`config.mk`:
```
export PLATFORM = sky130hd
export DESIGN_NAME = chain_adc_reader
export DESIGN_NICKNAME = d
export VERILOG_FILES = /design/src/rtl/chain_adc_pkg.sv /design/src/rtl/cadc_tick_count.sv /design/src/rtl/cadc_word_capture.sv /design/src/rtl/chain_adc_reader.sv
export SDC_FILE = /design/constraint.sdc
export NUM_CORES = 1
export LEC_CHECK = 0
export BUFFER_PORTS_ARGS = -buffer_cell sky130_fd_sc_hd__buf_2
export CAP_MARGIN = 0
export CORE_MARGIN = 2
export CORE_UTILIZATION = 40
export DETAILED_ROUTE_END_ITERATION = 8
export GPL_TIMING_DRIVEN = 0
export PLACE_DENSITY = 0.62
export RECOVER_POWER = 25
export SETUP_SLACK_MARGIN = 0.02
export SYNTH_ARGS = -nofsm -noshare
export SYNTH_HDL_FRONTEND = slang
export SYNTH_SLANG_ARGS = --single-unit
export TNS_END_PERCENT = 100
```
`constraint.sdc`:
```
create_clock -name clk -period 5.3 [get_ports clk]
set_input_delay 0.795 -clock clk [delete_from_list [all_inputs] [get_ports clk]]
set_output_delay 0.795 -clock clk [all_outputs]
set_load 0.05 [all_outputs]
```
`src/rtl/chain_adc_pkg.sv`:
```
package chain_adc_pkg;

  localparam int CADC_WORD_W = 16;

  typedef enum logic [2:0] {
    ST_IDLE,
    ST_SETUP,
    ST_WAIT,
    ST_READ,
    ST_DONE
  } cadc_state_e;

endpackage

```
`src/rtl/cadc_tick_count.sv`:
```
// Wrapping cycle counter: counts enabled cycles and flags the last one of
// every LIMIT-cycle window. Clears whenever it is not enabled.
module cadc_tick_count #(
  parameter int LIMIT = 4
) (
  input  logic clk,
  input  logic rst_n,
  input  logic en,
  output logic hit
);

  localparam int CW = (LIMIT > 1) ? $clog2(LIMIT) : 1;

  logic [CW-1:0] cnt_q;
  logic [CW-1:0] cnt_d;

  assign hit = en && (cnt_q == CW'(LIMIT - 1));

  always_comb begin
    if (!en || hit) cnt_d = '0;
    else            cnt_d = cnt_q + 1'b1;
  end

  always_ff @(posedge clk or negedge rst_n) begin
    if (!rst_n) cnt_q <= '0;
    else        cnt_q <= cnt_d;
  end

endmodule

```
`src/rtl/cadc_word_capture.sv`:
```
// Serial-to-parallel capture: shifts sampled bits in MSB first and reorders
// them so the first word read lands in the lowest slice of the output.
module cadc_word_capture #(
  parameter int N_CONV = 2,
  parameter int WORD_W = 16
) (
  input  logic                     clk,
  input  logic                     rst_n,
  input  logic                     shift_en,
  input  logic                     bit_in,
  input  logic                     load,
  output logic [N_CONV*WORD_W-1:0] words
);

  localparam int TOT = N_CONV * WORD_W;

  logic [TOT-1:0] shreg_q;
  logic [TOT-1:0] ordered;

  for (genvar k = 0; k < N_CONV; k++) begin : g_slot
    assign ordered[k*WORD_W +: WORD_W] = shreg_q[TOT-1-k*WORD_W -: WORD_W];
  end

  always_ff @(posedge clk or negedge rst_n) begin
    if (!rst_n) begin
      shreg_q <= '0;
    end else if (shift_en) begin
      shreg_q <= {shreg_q[TOT-2:0], bit_in};
    end
  end

  always_ff @(posedge clk or negedge rst_n) begin
    if (!rst_n) begin
      words <= '0;
    end else if (load) begin
      words <= ordered;
    end
  end

endmodule

```
`src/rtl/chain_adc_reader.sv`:
```
module chain_adc_reader
  import chain_adc_pkg::*;
#(
  parameter int N_CONV   = 2,
  parameter int HALF_CYC = 2,
  parameter int CONV_CYC = 40,
  parameter int BUSY_TMO = 60
) (
  input  logic                          clk,
  input  logic                          rst_n,
  input  logic                          start,
  input  logic                          use_busy,
  input  logic                          sdo_in,
  output logic                          cnv,
  output logic                          sck,
  output logic [N_CONV*CADC_WORD_W-1:0] words,
  output logic                          words_valid,
  output logic                          timeout_err
);

  localparam int TOTAL_BITS = N_CONV * CADC_WORD_W;
  localparam int BW         = $clog2(TOTAL_BITS + 2);

  // reset: asserted asynchronously, released on the clock
  logic [1:0] rsync_q;
  logic       rst_sys_n;

  always_ff @(posedge clk or negedge rst_n) begin
    if (!rst_n) rsync_q <= '0;
    else        rsync_q <= {rsync_q[0], 1'b1};
  end
  assign rst_sys_n = rsync_q[1];

  cadc_state_e   st_q, st_d;
  logic          sck_q, sck_d;
  logic          cnv_q, cnv_d;
  logic          mode_q, mode_d;
  logic          valid_q, valid_d;
  logic          err_q, err_d;
  logic [BW-1:0] bits_q, bits_d;
  logic [BW-1:0] last_bit;
  logic          shift_req;
  logic          shift_en;
  logic          load;
  logic          half_hit;
  logic          conv_hit;
  logic          tmo_hit;

  cadc_tick_count #(.LIMIT(HALF_CYC)) u_half (
    .clk   (clk),
    .rst_n (rst_sys_n),
    .en    ((st_q == ST_SETUP) || (st_q == ST_READ)),
    .hit   (half_hit)
  );

  cadc_tick_count #(.LIMIT(CONV_CYC)) u_conv (
    .clk   (clk),
    .rst_n (rst_sys_n),
    .en    ((st_q == ST_WAIT) && !mode_q),
    .hit   (conv_hit)
  );

  cadc_tick_count #(.LIMIT(BUSY_TMO)) u_tmo (
    .clk   (clk),
    .rst_n (rst_sys_n),
    .en    ((st_q == ST_WAIT) && mode_q),
    .hit   (tmo_hit)
  );

  assign last_bit = BW'(TOTAL_BITS - 1) + BW'(mode_q);
  // the first bit captured in busy-flag mode is the flag itself
  assign shift_en = shift_req && !(mode_q && (bits_q == '0));

  always_comb begin
    st_d      = st_q;
    sck_d     = sck_q;
    cnv_d     = cnv_q;
    mode_d    = mode_q;
    err_d     = err_q;
    bits_d    = bits_q;
    valid_d   = 1'b0;
    shift_req = 1'b0;
    load      = 1'b0;
    unique case (st_q)
      ST_IDLE: begin
        if (start) begin
          st_d   = ST_SETUP;
          mode_d = use_busy;
          sck_d  = use_busy;
          err_d  = 1'b0;
          bits_d = '0;
        end
      end
      ST_SETUP: begin
        if (half_hit) begin
          cnv_d = 1'b1;
          st_d  = ST_WAIT;
        end
      end
      ST_WAIT: begin
        if (mode_q) begin
          if (sdo_in) begin
            st_d = ST_READ;
          end else if (tmo_hit) begin
            err_d = 1'b1;
            cnv_d = 1'b0;
            sck_d = 1'b0;
            st_d  = ST_IDLE;
          end
        end else if (conv_hit) begin
          st_d = ST_READ;
        end
      end
      ST_READ: begin
        if (half_hit) begin
          sck_d = !sck_q;
          if (sck_q) begin
            shift_req = 1'b1;
            bits_d    = bits_q + 1'b1;
            if (bits_q == last_bit) st_d = ST_DONE;
          end
        end
      end
      ST_DONE: begin
        cnv_d   = 1'b0;
        valid_d = 1'b1;
        load    = 1'b1;
        st_d    = ST_IDLE;
      end
      default: st_d = ST_IDLE;
    endcase
  end

  always_ff @(posedge clk or negedge rst_sys_n) begin
    if (!rst_sys_n) begin
      st_q    <= ST_IDLE;
      sck_q   <= 1'b0;
      cnv_q   <= 1'b0;
      mode_q  <= 1'b0;
      valid_q <= 1'b0;
      err_q   <= 1'b0;
      bits_q  <= '0;
    end else begin
      st_q    <= st_d;
      sck_q   <= sck_d;
      cnv_q   <= cnv_d;
      mode_q  <= mode_d;
      valid_q <= valid_d;
      err_q   <= err_d;
      bits_q  <= bits_d;
    end
  end

  cadc_word_capture #(.N_CONV(N_CONV), .WORD_W(CADC_WORD_W)) u_cap (
    .clk      (clk),
    .rst_n    (rst_sys_n),
    .shift_en (shift_en),
    .bit_in   (sdo_in),
    .load     (load),
    .words    (words)
  );

  assign cnv         = cnv_q;
  assign sck         = sck_q;
  assign words_valid = valid_q;
  assign timeout_err = err_q;

endmodule

```
==> impl_metrics.json <==
{
  "comb_power_share_pct": 26.7,
  "clkLatencyLatePin_ps": 350,
  "final_cell_mix": "dfrtp_1, mux2_2, buf_2, nor2_1, clkbuf_8",
  "cts_tree": "done",
  "finish.utilization_pct": 47.82,
  "synth_area_um2": 3882,
  "nets": 344,
  "final_max_slew_viol_count": 36,
  "routed_wl_mm": 6.533,
  "wl_met1_mm": 3.138,
  "firstDrtPassIters": 4,
  "ir_worst_vdd_mv": 0.2430,
  "ys.flop_type": "dfrtp_1",
  "slew_headroom_pct": -2.368,
  "cap_violations": 1,
  "ios": 41,
  "core_area_um2": 9328,
  "met2_length_mm": 3.118,
  "synth.ff_latch_count": 93,
  "switchingPower_mw": 0.6461,
  "avgSynthCellArea_um2": 13.72,
  "swShare_pct": 35.17,
  "tightest_slew_ps": 1536,
  "status": "finished, violations left",
  "worstPathCellList": "clkbuf_1 -> nor2b_1 -> nand4_1 -> a31oi_2 -> buf_4 -> mux2_2",
  "syn_nets": 292,
  "hold_viol": 0,
  "cp-end-kind": "flip-flop",
  "mostFrequentLayoutCell": "dfrtp_1",
  "wl_met3_um": 157,
  "cp_slowest_cell": "a31oi_2",
  "start_kind": "flip-flop",
  "r2r_cells": 6,
  "syn_inst": 283,
  "worst-path-max-fanout": 10,
  "grt_usage_pct": 13.83,
  "internal-power_mw": 1.191,
  "vias": 2307,
  "n_antenna_cell": 0,
  "fill_cells": 859,
  "cts.clk_slew.worst_paths_ps": 90,
  "maxUsedRoutingLayer": "met4",
  "num_rows": 35,
  "chipWidth_um": 102.5,
  "die_y_um": 102.5,
  "post_drt_wl_per_cell_um": 13.93,
  "tns_ps": 0,
  "gp_congestion": 0.7680,
  "cts_setup_buffers": 0,
  "cts_max_path_buffers": 2,
  "rsz0062_at_grt": "no",
  "worstSetupPathType": "flip-flop to flip-flop",
  "pwr-share-clk_pct": 24.7,
  "drive_gt1_share_pct": 40.29,
  "cts_resized": 0,
  "skew_ps": 15.11,
  "finalCritPeriodShare_pct": 39.94,
  "period_needed_ps": 2117,
  "p_leak_nw": 2.226,
  "async_flop_share_pct": 100.0,
  "cp_slowest_stage_delay_ps": 380,
  "grt_pass1_vias": 2324,
  "cts_inserted_buffers": 9,
  "ys_warn_count": 0,
  "syn_to_final_growth_pct": 14.89,
  "grt_max_degree": 57,
  "seq_area_frac_synth_pct": 59.94,
  "synth_edf_count": 0,
  "required_ps": 5530,
  "grt_overflow": 0,
  "viasPerCell": 4.919,
  "cts.sinks": 93,
  "setup_viol": 0,
  "grt_first_pass_wirelength_mm": 11.28,
  "synth_cell_types": 48,
  "ant_nets": 0,
  "seqPwrFrac_pct": 48.6,
  "cts_root_buf": "clkbuf_8",
  "hpwl_mm": 4.466,
  "fmax_ghz": 0.4724,
  "antenna_found_initial": 0,
  "hold_path.class": "primary input to async pin",
  "portBuffers": 40,
  "fin_total_pwr_mw": 1.837,
  "route.detailed.drc": 0,
  "postCtsHoldBufs": 0,
  "cts_htree_levels": 3,
  "powerDensity_nw_per_um2": 411.8,
  "die_area_um2": 10510,
  "cp.arrival_ps": 2350,
  "violations": "capacitance limit, slew limit",
  "drt_iter0_markers": 97,
  "initial_core_util_pct": 41.62
}
==> per-layer routing <==
metal / vias up / track usage, %
met4: 0 / 5.538
met5: - / 0
met3: 8 / 2.237
li1: 1100 / -
met1: 1161 / 20.24
met2: 38 / 20.66
==> final timing paths <==
path                       startpoint  slack, ps                 to
max in group asynchronous  rsync_q[1]       3720     u_cap.words[2]
hold reg to reg            rsync_q[0]        360         rsync_q[1]
min in group clk           rsync_q[0]        360         rsync_q[1]
setup / recovery              st_q[2]       3180  u_cap.shreg_q[15]
hold / removal                  rst_n        210         rsync_q[1]
setup reg to reg              st_q[2]       3180  u_cap.shreg_q[15]
==> sequential cells by signal, summed over array words and instances (netlist names) <==
signal / flops
words_valid: 1
u_cap.words: 32
u_conv.cnt_q: 6
bits_q: 6
rsync_q: 2
u_tmo.cnt_q: 6
st_q: 3
timeout_err: 1
cnv: 1
sck: 1
mode_q: 1
u_half.cnt_q: 1
u_cap.shreg_q: 32
==> worst max-delay path: cells and delay by family (launching register included) <==
family,cells,cell delay [ps]
DFF,1,370
muxes,1,340
AOI/OAI and AO/OA,1,380
buffers and inverters,2,490
and+or+nand+nor,2,430
==> cells in the mapped netlist, drive strengths merged (2+ instances only) <==
cell type  count  area share (%)
nor4b          2            0.61
nand3          8             1.0
a2111oi        2            0.61
inv            9            0.87
a211oi         3            0.58
and3b          2            0.45
nand2b         4            0.64
xor2           4            0.90
and2           2            0.32
or4            2            0.39
xnor2          7             1.6
nor2          17             1.6
mux2          66              19
a21oi          3            0.39
nor2b          4            0.64
buf           10             1.7
nand3b         2            0.39
nand4          3            0.48
a41oi          2            0.45
clkbuf         2            0.19
ha             4             1.3
o21ai          5            0.64
nor3b          2            0.64
dfrtp         93              60
nand2          8            0.77
==> layout make-up <==
type	count	area [µm²]	share of cell area, %
Clock buffer	10	137.6	3.086
Sequential cell	93	2327	52.17
Multi-Input combinational cell	169	1448	32.45
Tap cell	129	161.4	3.619
Buffer	12	72.57	1.627
Timing Repair Buffer	41	226.5	5.077
Inverter	9	33.78	0.7574
Clock inverter	6	53.80	1.206
==> cells by family after synthesis <==
| logic type | share of synthesized area [%] |
|---|---|
| buffers and inverters | 2.771 |
| adders and majority gates | 1.289 |
| xor gates and xnor gates | 2.481 |
| AOI/OAI and AO/OA | 5.447 |
| DFF | 59.94 |
| other | 0.09659 |
| and+or+nand+nor | 8.830 |
| muxes | 19.14 |
==> through the flow <==
step / hold slack [ps] / area (µm²) / std cells / worst slack, ps
detailed placement: 324.2 / 4275 / 453 / 3072
CTS: 197.3 / 4467 / 469 / 3236
finish: 214.0 / 4461 / 469 / 3183
global placement: 338.6 / 4244 / 452 / 1525
global route: 202.5 / 4461 / 469 / 2956
floorplan: 331.2 / 3882 / 283 / 2518
==> power groups by stage <==
| stage | logic [mW] | registers [mW] | clock network (mW) |
|---|---|---|---|
| 2_1_floorplan | 0.308 | 0.971 | 0 |
| 3_3_place_gp | 0.476 | 0.911 | 0 |
| 5_1_grt | 0.539 | 0.909 | 0.497 |
| 4_1_cts | 0.494 | 0.894 | 0.470 |
| 3_5_place_dp | 0.490 | 0.908 | 0 |
| 6_report | 0.490 | 0.893 | 0.454 |
Power figures use the tool's default switching activity.
